`config.mk`:
```
export PLATFORM = sky130hd
export DESIGN_NAME = hpt_group_index
export DESIGN_NICKNAME = d
export VERILOG_FILES = /design/src/rtl/hpt_idx_pkg.sv /design/src/rtl/hpt_split.sv /design/src/rtl/hpt_hash_fold.sv /design/src/rtl/hpt_mask_reg.sv /design/src/rtl/hpt_group_index.sv
export SDC_FILE = /design/constraint.sdc
export NUM_CORES = 1
export LEC_CHECK = 0
export ABC_AREA = 1
export ABC_CLOCK_PERIOD_IN_PS = 1100
export BUFFER_PORTS_ARGS = -buffer_cell sky130_fd_sc_hd__buf_4
export CORE_UTILIZATION = 26
export CTS_BUF_LIST = sky130_fd_sc_hd__clkbuf_4
export DETAILED_ROUTE_END_ITERATION = 8
export PLACE_DENSITY_LB_ADDON = 0.08
export SETUP_SLACK_MARGIN = 0.5
export SLEW_MARGIN = 40
export SYNTH_ARGS = -nofsm -noshare
export SYNTH_HDL_FRONTEND = slang
export SYNTH_SLANG_ARGS = --single-unit
```
`constraint.sdc`:
```
create_clock -name clk -period 1.1 [get_ports clk]
set_input_delay 0 -clock clk [delete_from_list [all_inputs] [get_ports clk]]
set_output_delay 0 -clock clk [all_outputs]
set_load 0.02 [all_outputs]
```
`src/rtl/hpt_idx_pkg.sv`:
```
package hpt_idx_pkg;

    // Page size select as carried on the request
    typedef enum logic {
        PG_SMALL = 1'b0,
        PG_LARGE = 1'b1
    } pg_size_e;

    localparam int unsigned DEF_VPN_W        = 64;
    localparam int unsigned DEF_HASH_W       = 39;
    localparam int unsigned DEF_SMALL_BITS   = 16;
    localparam int unsigned DEF_LARGE_BITS   = 4;
    localparam int unsigned DEF_GRP_ENTRIES  = 8;
    localparam int unsigned DEF_ENTRY_BYTES  = 16;

endpackage

```
`src/rtl/hpt_split.sv`:
```
// Cuts a page number at a fixed point into a truncated segment part
// and a zero-extended page part, both HASH_W wide.
module hpt_split #(
    parameter int unsigned VPN_W  = 64,
    parameter int unsigned HASH_W = 39,
    parameter int unsigned SHIFT  = 16
) (
    input  logic [VPN_W-1:0]  vpn,
    output logic [HASH_W-1:0] seg_part,
    output logic [HASH_W-1:0] pg_part
);
    localparam int unsigned PAD_W = HASH_W - SHIFT;

    always_comb begin
        seg_part = HASH_W'(vpn >> SHIFT);
        pg_part  = {{PAD_W{1'b0}}, vpn[SHIFT-1:0]};
    end
endmodule

```
`src/rtl/hpt_hash_fold.sv`:
```
// Builds one splitter per page size, picks one by the size flag and folds.
module hpt_hash_fold
    import hpt_idx_pkg::*;
#(
    parameter int unsigned VPN_W      = 64,
    parameter int unsigned HASH_W     = 39,
    parameter int unsigned SMALL_BITS = 16,
    parameter int unsigned LARGE_BITS = 4
) (
    input  logic [VPN_W-1:0]  vpn,
    input  pg_size_e          size,
    output logic [HASH_W-1:0] hash
);
    localparam int unsigned N_SIZES = 2;

    logic [HASH_W-1:0] seg_v [N_SIZES];
    logic [HASH_W-1:0] pg_v  [N_SIZES];

    for (genvar g = 0; g < N_SIZES; g++) begin : g_size
        localparam int unsigned SH = (g == int'(PG_LARGE)) ? LARGE_BITS : SMALL_BITS;
        hpt_split #(
            .VPN_W (VPN_W),
            .HASH_W(HASH_W),
            .SHIFT (SH)
        ) u_split (
            .vpn     (vpn),
            .seg_part(seg_v[g]),
            .pg_part (pg_v[g])
        );
    end

    always_comb begin
        if (size == PG_LARGE) begin
            hash = seg_v[1] ^ pg_v[1];
        end else begin
            hash = seg_v[0] ^ pg_v[0];
        end
    end
endmodule

```
`src/rtl/hpt_mask_reg.sv`:
```
// Table hash mask, loaded only while the datapath is idle.
module hpt_mask_reg #(
    parameter int unsigned W = 39
) (
    input  logic         clk,
    input  logic         rst_n,
    input  logic         we,
    input  logic [W-1:0] wdata,
    input  logic         idle,
    output logic [W-1:0] mask_q
);
    logic [W-1:0] mask_d;

    always_comb begin
        mask_d = mask_q;
        if (we && idle) begin
            mask_d = wdata;
        end
    end

    always_ff @(posedge clk) begin
        if (!rst_n) begin
            mask_q <= '0;
        end else begin
            mask_q <= mask_d;
        end
    end


    mask_idle_load_chk: assert property (@(posedge clk) disable iff (!rst_n)
        !$stable(mask_q) |-> $past(we && idle));
endmodule

```
`src/rtl/hpt_group_index.sv`:
```
module hpt_group_index
    import hpt_idx_pkg::*;
#(
    parameter int unsigned VPN_W       = DEF_VPN_W,
    parameter int unsigned HASH_W      = DEF_HASH_W,
    parameter int unsigned SMALL_BITS  = DEF_SMALL_BITS,
    parameter int unsigned LARGE_BITS  = DEF_LARGE_BITS,
    parameter int unsigned GRP_ENTRIES = DEF_GRP_ENTRIES,
    parameter int unsigned ENTRY_BYTES = DEF_ENTRY_BYTES,
    localparam int unsigned GRP_SHIFT  = $clog2(GRP_ENTRIES * ENTRY_BYTES),
    localparam int unsigned OFF_W      = HASH_W + GRP_SHIFT
) (
    input  logic              clk,
    input  logic              rst_n,
    input  logic              req_valid,
    output logic              req_ready,
    input  logic [VPN_W-1:0]  req_vpn,
    input  logic              req_large,
    input  logic              mask_we,
    input  logic [HASH_W-1:0] mask_wdata,
    output logic              rsp_valid,
    input  logic              rsp_ready,
    output logic [HASH_W-1:0] rsp_prim_idx,
    output logic [HASH_W-1:0] rsp_sec_idx,
    output logic [OFF_W-1:0]  rsp_prim_off,
    output logic [OFF_W-1:0]  rsp_sec_off
);
    typedef struct packed {
        logic              valid;
        logic [HASH_W-1:0] prim;
        logic [HASH_W-1:0] sec;
    } rsp_st_t;

    rsp_st_t           st_d, st_q;
    logic [HASH_W-1:0] hash;
    logic [HASH_W-1:0] mask_q;
    logic              accept;
    logic              idle;

    hpt_hash_fold #(
        .VPN_W     (VPN_W),
        .HASH_W    (HASH_W),
        .SMALL_BITS(SMALL_BITS),
        .LARGE_BITS(LARGE_BITS)
    ) u_fold (
        .vpn (req_vpn),
        .size(pg_size_e'(req_large)),
        .hash(hash)
    );

    hpt_mask_reg #(
        .W(HASH_W)
    ) u_mask (
        .clk   (clk),
        .rst_n (rst_n),
        .we    (mask_we),
        .wdata (mask_wdata),
        .idle  (idle),
        .mask_q(mask_q)
    );

    always_comb begin
        st_d   = st_q;
        accept = req_valid && !st_q.valid;
        idle   = !req_valid && !st_q.valid;
        if (st_q.valid && rsp_ready) begin
            st_d.valid = 1'b0;
        end
        if (accept) begin
            st_d.valid = 1'b1;
            st_d.prim  = hash & mask_q;
            st_d.sec   = ~hash & mask_q;
        end
    end

    always_ff @(posedge clk) begin
        if (!rst_n) begin
            st_q <= '0;
        end else begin
            st_q <= st_d;
        end
    end

    assign req_ready    = !st_q.valid;
    assign rsp_valid    = st_q.valid;
    assign rsp_prim_idx = st_q.prim;
    assign rsp_sec_idx  = st_q.sec;
    assign rsp_prim_off = {st_q.prim, {GRP_SHIFT{1'b0}}};
    assign rsp_sec_off  = {st_q.sec,  {GRP_SHIFT{1'b0}}};


    reset_idle_chk: assert property (@(posedge clk)
        !rst_n |=> !rsp_valid);


    accept_latency_chk: assert property (@(posedge clk) disable iff (!rst_n)
        (req_valid && req_ready) |=> rsp_valid);


    stall_hold_chk: assert property (@(posedge clk) disable iff (!rst_n)
        (rsp_valid && !rsp_ready) |=> (rsp_valid && $stable(rsp_prim_idx)
                                       && $stable(rsp_sec_idx)));


    disjoint_groups_chk: assert property (@(posedge clk) disable iff (!rst_n)
        rsp_valid |-> ((rsp_prim_idx & rsp_sec_idx) == '0));
endmodule

```
==> impl_metrics.toml, run 1 <==
[outcome]
status = "complete, but fails checks"
violations = "negative hold slack, negative setup slack"

[clocking]
cts_root_buffer = "clkbuf_4"
clk_latency_ns = 0.55
cts_buffers = 17
ctsHoldBuffers = 81
htree_num_levels = 4
path_clk_slew_ns = 0.13
cts_tree = "built"
clock-sinks = 118
clockBufferDepth = 2

[die]
rows = 54
start_util_pct = 26.5
coreArea_um2 = 21800
die_w_um = 151
ioPinCount = 281
fp.dieH_um = 151
die-area_um2 = 22800

[placed_design]
io_buffers = 257
hpwl_um = 15200
dp_cells = 1282
dp_slack_ns = -0.0552
gp_congestion = 0.742

[logic_synthesis]
syn_avg_cell_area_um2 = 6.92
synth.distinct_cells = 21
ys_ff_latch = 118
syn_inst = 835
yosysSeqAreaShare_pct = 40.9
syn_area_um2 = 5780
ys_warn_count = 0

[cells_and_area]
fin_cells = 1451
final_nets = 1266
final_common_cell = "nand2_1"
syn_to_final_growth_pct = 88.3
fin_util_pct = 49.9
layout_common_cells = "nand2_1 (190), buf_6 (166), buf_4 (153)"
layout-drive-gt1-share_pct = 51.8

[global_routing]
grt_max_degree = 44
grt_pass1_vias = 5859
grt-ovfl-total = 0
grt_first_pass_wirelength_um = 31800
grt_util_all_layers_pct = 18.8
antenna_found_initial = 1

[detailed_routing]
via_per_inst = 4.33
drt_iter0_drc = 211
dr_total_vias = 6288
ant_nets = 0
drt-total-wl_um = 22000
wl_per_cell_um = 15.2
drcViolationCount = 0
dr.pass1.iters = 4

[flow_run]
drv_cap = 0

[worst_setup_path]
critPathLaunchType = "flop"
path_class = "reg -> reg"
cp.required_ns = 1.58
cp-end-kind = "flop"
r2r_setup_slack_ns = -0.17
cp_max_fo = 7
cp.arrival_ns = 1.75

[sta]
hold_ws_ns = -0.206
finalSetupViolCount = 120
fin_crit_sh_pct = 115
rsz0062_at_grt = "true"
period_needed_ns = 1.27
setup_ws_ns = -0.168
max_freq_mhz = 789
report.final.slew_viol_count = 0
finClkSkew_ns = 0.0195
final_hold_viol_count = 48

[power_and_ir_drop]
vdd_drop_max_uv = 534
p_per_area_nw_per_um2 = 969
leakage_nw = 4.87
finalPower_mw = 10.6

[min_path]
hp-class = "in -> reg"
## through the flow
step	instance area, um2	setup TNS [ns]
3_5_place_dp	7720	-0.499
4_1_cts	10000	-12.74
6_report	10900	-12.31
5_1_grt	10900	-22.43
2_1_floorplan	6070	0
3_3_place_gp	7720	-0.172
## sequential cells by signal, indices dropped and copies added, names as in the netlist
name           flops
rsp_prim_idx      39
rsp_sec_idx       39
u_mask.mask_q     39
rsp_valid          1
## report_power, final
part           leakage (nW)  total [mW]  internal (mW)  switching [mW]
clock network         0.158        3.54           1.62            1.92
registers              1.02        4.45           4.32           0.130
logic                  3.70        2.56           1.26            1.30
## worst paths after layout
check                    startpoint           endpoint  depth (start not counted)
setup / recovery          rsp_valid   rsp_prim_idx[22]                          7
hold / removal                rst_n  u_mask.mask_q[13]                          3
setup reg to reg          rsp_valid   rsp_prim_idx[22]                          7
hold reg to reg   u_mask.mask_q[31]  u_mask.mask_q[31]                          2
## worst max-delay path, stage by stage, from the launching register on
cell and delay, ns:
dfxtp_4 0.39, inv_8 0.04, buf_12 0.12, nand2_8 0.14
buf_12 0.17, clkbuf_16 0.18, nand2_4 0.05, a21oi_2 0.12
## per-layer routing
layer / track usage [%] / part of all wire, % / vias to the layer above
li1: - / - / 3198
met1: 25.3 / 48 / 2911
met2: 30.8 / 48 / 168
met3: 3.55 / 3.7 / 11
met4: 4.80 / 0.71 / 0
met5: 0 / 0 / -
## logic make-up after synthesis
group | after synthesis | share of synthesized area [%]
buffers and inverters | 208 | 20.9
AOI/OAI and AO/OA | 158 | 13.7
DFF | 118 | 40.9
and+or+nand+nor | 350 | 24.5
other | 1 | 0.0649
## cells in the mapped netlist
library cell / instances / area (um2)
clkbuf_1: 13 / 48.8
nand2_2: 1 / 6.26
inv_1: 69 / 259
o21ai_1: 4 / 20.0
o21a_1: 1 / 7.51
buf_6: 4 / 45.0
buf_4: 100 / 751
or2_1: 3 / 18.8
nand2_1: 239 / 897
nor2_1: 51 / 191
nand3_1: 43 / 215
nand3_2: 1 / 10.0
a21oi_1: 106 / 531
or2_2: 1 / 6.26
conb_1: 1 / 3.75
dfxtp_1: 118 / 2360
buf_1: 2 / 7.51
nand4_1: 11 / 68.8
inv_2: 4 / 15.0
o21ai_0: 47 / 235
buf_2: 16 / 80.1
## cell type report
cell class	count	area [um2]
Multi-Input combinational cell	522	2960
Inverter	73	294
Timing Repair inverter	1	7.51
Tap cell	280	350
Fill cell	2136	10900
Clock inverter	14	175
Timing Repair Buffer	424	4350
Antenna cell	1	2.50
Sequential cell	118	2610
Clock buffer	18	135
## repair_timing
item | in CTS | in global routing
gates resized for setup | 266 | 171
gates cloned | 5 | 3
pin swaps | 18 | 34
setup buffers | 20 | 27
endpoints found under the setup margin | 276 | 276
endpoints found under the hold margin | 117 | 72
No activity file was read; power rests on OpenSTA's default activity.
==> run 2: changes to the inputs <==
--- a/config.mk
+++ b/config.mk
@@ -9,7 +9,7 @@
 export ABC_CLOCK_PERIOD_IN_PS = 1100
 export BUFFER_PORTS_ARGS = -buffer_cell sky130_fd_sc_hd__buf_4
 export CORE_UTILIZATION = 26
-export CTS_BUF_LIST = sky130_fd_sc_hd__clkbuf_4
+export CTS_BUF_LIST = sky130_fd_sc_hd__clkbuf_4 sky130_fd_sc_hd__clkbuf_8
 export DETAILED_ROUTE_END_ITERATION = 8
 export PLACE_DENSITY_LB_ADDON = 0.08
 export SETUP_SLACK_MARGIN = 0.5
==> run 2 against run 1 <==
Sequential power about the same; the run still ends with negative hold slack, negative setup slack left; wire length fell by 0.46%; core utilization shrank 2.1 points; cell count decreased by 3.3%; hold slack better by 0.057 ns; critical path depth decreased by 1; sequential share of layout area up 0.78 points; non-clock buffer count fell by 47; cell area shrank 4.3%.
==> impl_metrics.toml, run 2 (synthesis results as in run 1) <==
[outcome]
status = "complete, but fails checks"
violations = "negative hold slack, negative setup slack"

[worst_setup_path]
cpMostUsedCell = "buf_12"
r2r_start = "rsp_valid"
slowest_stage = "dfxtp_4"
cp_max_fo = 8
path_class = "reg -> reg"
cp.arrival_ns = 1.50
crit_chain = "inv_8, nand3_4, buf_12, buf_12, o21ai_4, a21oi_2"
cp.buffers_inverters = 3
cp.required_ns = 1.44
cp-end-kind = "flop"
critPathLaunchType = "flop"
crit_family = "buffers and inverters"
crit_start = "rsp_valid"
slowest_delay_ns = 0.37

[sta]
slew_headroom_pct = 66.7
tightest_slew_ns = 0.494
rsz0062_at_grt = "true"
setup_ws_ns = -0.0627
max_freq_mhz = 860
finalSetupViolCount = 58
period_needed_ns = 1.16
fin_crit_sh_pct = 106
hold_ws_ns = -0.149
finClkSkew_ns = 0.0107
report.final.slew_viol_count = 0
final_hold_viol_count = 58

[global_routing]
grt_util_all_layers_pct = 17.7
grt_pass1_vias = 5364
grt_first_pass_wirelength_um = 29700
antenna_found_initial = 0
grt-ovfl-total = 0
grt_max_degree = 44

[detailed_routing]
drt-total-wl_um = 21900
dr.pass1.iters = 4
dr_total_vias = 6069
wl_per_cell_um = 15.6
ant_nets = 0
via_per_inst = 4.33
drt_iter0_drc = 213
drcViolationCount = 0

[clocking]
cts_buffers = 17
htree_num_levels = 4
path_clk_slew_ns = 0.08
clockBufferDepth = 2
cts_root_buffer = "clkbuf_8"
clock-sinks = 118
cts_tree = "built"
ctsHoldBuffers = 44
clk_latency_ns = 0.45

[cells_and_area]
layout-drive-gt1-share_pct = 50.3
fin_cells = 1403
layout_common_cells = "nand2_1 (211), buf_6 (163), buf_4 (139)"
final_common_cell = "nand2_1"
final_cell_area_um2 = 10400
final_nets = 1219
syn_to_final_growth_pct = 80.3
antenna_cells = 0

[die]
die-area_um2 = 22800
die_w_um = 151
start_util_pct = 26.5
rows = 54
ioPinCount = 281
fp.dieH_um = 151
coreArea_um2 = 21800

[placed_design]
dpl_cell_area_um2 = 7720
io_buffers = 257
dp_slack_ns = -0.0552
dp_cells = 1282
hpwl_um = 15200
gp_congestion = 0.742

[power_and_ir_drop]
vdd_drop_max_uv = 661
p_per_area_nw_per_um2 = 1080
leakage_nw = 4.59

[flow_run]
drv_cap = 0

[min_path]
hp-class = "in -> reg"
worstHoldStart = "req_vpn[46]"
==> run 2: cell count changes in the layout (fill, tap and decap cells not counted), sizes merged <==
cell         delta
buf            -15
diode           -1
inv             -1
clkbuf          +6
dlygate4sd3    -37
==> run 2: where the power goes <==
part	leakage [nW]	internal (mW)	switching [mW]	total (mW)
combinational	3.37	1.20	1.26	2.46
clock	0.207	2.36	1.99	4.35
sequential	1.01	4.34	0.134	4.48
total	4.59	7.90	3.39	11.3
==> run 2: timing repair <==
item | CTS | global route
endpoints found under the hold margin | 104 | 53
pin swaps | 1 | 19
resized for setup | 68 | 308
endpoints found under the setup margin | 276 | 276
gates cloned | 1 | 11
buffers inserted | 0 | 33
==> run 2: worst reg2reg max path, cell delays in order, from the launching register on <==
cell and delay (ns):
dfxtp_4 0.37, inv_8 0.07, nand3_4 0.13, buf_12 0.18, buf_12 0.14, o21ai_4 0.14
a21oi_2 0.04
==> run 2: final cells by class <==
cell class,instances,area (um2)
sequential,118,2580
tap,280,350
clock inverter,13,171
timing repair inverter,1,7.51
timing repair buffer,377,3960
fill,2160,11400
multi-input combinational,522,2800
inverter,73,299
clock buffer,19,255
==> run 2: path summary, 6_finish.rpt <==
path | end | slack [ns] | cells past startpoint
worst min register to register | u_mask.mask_q[1] | 0.47 | 2
worst min-delay path | rsp_sec_idx[30] | -0.15 | 4
worst max register to register | u_mask.mask_q[10] | -0.06 | 6
worst max-delay path | u_mask.mask_q[10] | -0.06 | 6
==> run 2: through the flow <==
| step | power [mW] | utilization (%) | TNS [ns] |
|---|---|---|---|
| 2_1_floorplan | 5.71 | - | 0 |
| 3_3_place_gp | 6.43 | 35.4 | -0.172 |
| 3_5_place_dp | 6.43 | 35.4 | -0.499 |
| 4_1_cts | 11.0 | 40.4 | -1.03 |
| 5_1_grt | 11.8 | 47.7 | -6.00 |
| 6_report | 11.3 | 47.7 | -1.20 |
==> run 2: routing by layer <==
metal / vias to the layer above / routed length, um / track usage (%) / part of all wire (%)
met4: 0 / 230 / 5.10 / 1.0
li1: 3097 / - / - / -
met5: - / 0 / 0 / 0
met2: 171 / 10400 / 28.3 / 47
met1: 2785 / 10500 / 24.1 / 48
met3: 16 / 808 / 3.28 / 3.7
==> run 3: changes to the inputs <==
--- a/config.mk
+++ b/config.mk
@@ -6,11 +6,12 @@
 export NUM_CORES = 1
 export LEC_CHECK = 0
 export ABC_AREA = 1
-export ABC_CLOCK_PERIOD_IN_PS = 1100
+export ABC_CLOCK_PERIOD_IN_PS = 1320
 export BUFFER_PORTS_ARGS = -buffer_cell sky130_fd_sc_hd__buf_4
 export CORE_UTILIZATION = 26
-export CTS_BUF_LIST = sky130_fd_sc_hd__clkbuf_4 sky130_fd_sc_hd__clkbuf_8
+export CTS_BUF_LIST = sky130_fd_sc_hd__clkbuf_4
 export DETAILED_ROUTE_END_ITERATION = 8
+export MAX_ROUTING_LAYER = met4
 export PLACE_DENSITY_LB_ADDON = 0.08
 export SETUP_SLACK_MARGIN = 0.5
 export SLEW_MARGIN = 40
==> constraint.sdc (replaced) <==
create_clock -name clk -period 1.32 [get_ports clk]
set_input_delay 0 -clock clk [delete_from_list [all_inputs] [get_ports clk]]
set_output_delay 0 -clock clk [all_outputs]
set_load 0.02 [all_outputs]
==> run 3 against run 2 <==
The flow finishes with violations (negative hold slack); hold slack worse by 0.0035 ns; wire length is 0.68% lower; clock power is 31% lower; die area stayed put; global-route usage is 2.1 points higher; sequential share of layout area is 0.70 points higher; flip-flop and latch count stayed put; first-iteration DRC count is 6.6% lower; critical path type unchanged; highest routed layer unchanged.
==> impl_metrics.toml, run 3 (synthesis results as in run 1) <==
[clocking]
clk_latency_ns = 0.52
cts_buffers = 17
htree_num_levels = 4
cts_tree = "built"
clockBufferDepth = 2
ctsHoldBuffers = 98
path_clk_slew_ns = 0.12
clock-sinks = 118
cts_root_buffer = "clkbuf_4"

[cells_and_area]
layout_common_cells = "nand2_1 (239), buf_6 (156), buf_4 (127)"
final_nets = 1241
multi_input_area_um2 = 2520
layout-drive-gt1-share_pct = 41.2
fin_util_pct = 46.4
final_common_cell = "nand2_1"
fillCellCount = 2203
syn_to_final_growth_pct = 75.3
ff_latch_area_um2 = 2580

[die]
start_util_pct = 26.5
ioPinCount = 281
fp.dieH_um = 151
die-area_um2 = 22800
die_w_um = 151
coreArea_um2 = 21800
rows = 54

[sta]
finalSetupViolCount = 0
period_needed_ns = 1.20
max_freq_mhz = 832
setup_ws_ns = 0.117
fin_crit_sh_pct = 91.1
setup-tns-final_ns = 0
final_hold_viol_count = 15
hold_ws_ns = -0.153
rsz0062_at_grt = "true"
report.final.slew_viol_count = 0
finClkSkew_ns = 0.0171

[global_routing]
grt_first_pass_wirelength_um = 32500
grt_pass1_vias = 5911
grt-ovfl-total = 0
grt_max_degree = 45
antenna_found_initial = 1
grt_util_all_layers_pct = 19.8

[power_and_ir_drop]
finalPower_mw = 8.68
p_per_area_nw_per_um2 = 857
vdd_drop_max_uv = 486
leakage_nw = 4.47

[worst_setup_path]
cp.arrival_ns = 1.62
r2r_cells = 6
critPathLaunchType = "flop"
r2r-end = "u_mask.mask_q[9]"
path_class = "reg -> reg"
r2r_setup_slack_ns = 0.12
crit_chain = "inv_8, nand3_4, buf_12, buf_12, o21ai_2, a21oi_1"
cp.buffers_inverters = 3
cpMostUsedCell = "buf_12"
cp.required_ns = 1.74
crit_family = "buffers and inverters"
r2r_start = "rsp_valid"
cp-end-kind = "flop"
cp_max_fo = 15
slowest_stage = "dfxtp_4"
slowest_delay_ns = 0.38

[placed_design]
dp_slack_ns = 0.0948
hpwl_um = 14500
io_buffers = 257
gp_congestion = 0.787

[detailed_routing]
dr_total_vias = 6230
via_per_inst = 4.37
wl_per_cell_um = 15.3
dr.pass1.iters = 4
drt_iter0_drc = 199
drt-total-wl_um = 21800
ant_nets = 0
drcViolationCount = 0

[min_path]
worstHoldStart = "rst_n"
hp-class = "in -> reg"
whs_endpoint = "u_mask.mask_q[15]"
hold_depth = 3

[outcome]
violations = "negative hold slack"
status = "complete, but fails checks"

[flow_run]
drv_cap = 0
==> run 3: cell types whose count changed in the layout (fill, tap and decap cells not counted), moves of 12 or more <==
cell           previous run  this run
dlygate4sd3_1            44        98
a21oi_1                  64        92
a21oi_2                  42        14
nand2_1                 211       239
clkbuf_8                 18         0
clkbuf_4                  1        18
nand2_2                  16         0
nand3_1                  30        43
buf_4                   139       127
nand2_4                  12         0
==> run 3: area by class of cell <==
cell class	instances	area share, %
Timing Repair Buffer	399	40.1
Sequential cell	118	25.5
Multi-Input combinational cell	523	24.9
Tap cell	280	3.46
Inverter	73	2.83
Clock inverter	14	1.82
Clock buffer	18	1.33
Antenna cell	1	0.0247
==> run 3: routing by layer <==
layer | GRT usage [%] | routed length (um)
met5 | - | 0
met4 | 4.75 | 217
met3 | 3.64 | 1010
met2 | 33.4 | 10800
met1 | 24.2 | 9740
==> run 3: power breakdown <==
part           total (mW)  switching [mW]  internal, mW
registers            3.72           0.101          3.62
logic                1.94           0.992         0.948
clock network        3.02            1.51          1.51
==> run 3: tightest hold or removal path, stage by stage <==
cell and delay [ns]:
buf_4 0.21, o21ai_4 0.09, a21oi_2 0.03
==> run 3: what timing repair did <==
item / in CTS / in global routing
cloned: 6 / 0
gates resized for setup: 300 / 60
setup buffers: 14 / 4
pin swaps: 1 / 0
endpoints found under the hold margin: 118 / 15
endpoints found under the setup margin: 276 / 276
==> run 3: per-stage QoR <==
stage | std cells | cell area [um2]
after floorplan | 848 | 5980
after global placement | 1271 | 7510
after detailed placement | 1271 | 7510
after CTS | 1421 | 9890
after global routing | 1426 | 10100
final | 1426 | 10100
==> run 3: how the worst max path moves through the flow <==
stage / startpoint / endpoint / slack (ns) / cells past startpoint
4_1_cts: rsp_valid / req_ready / 0.13 / 2
2_1_floorplan: rsp_valid / rsp_valid / 0.26 / 6
5_1_grt: rsp_valid / u_mask.mask_q[9] / 0.05 / 6
3_3_place_gp: rsp_valid / u_mask.mask_q[38] / 0.13 / 5
6_report: rsp_valid / u_mask.mask_q[9] / 0.12 / 6
3_5_place_dp: rsp_valid / u_mask.mask_q[0] / 0.09 / 5
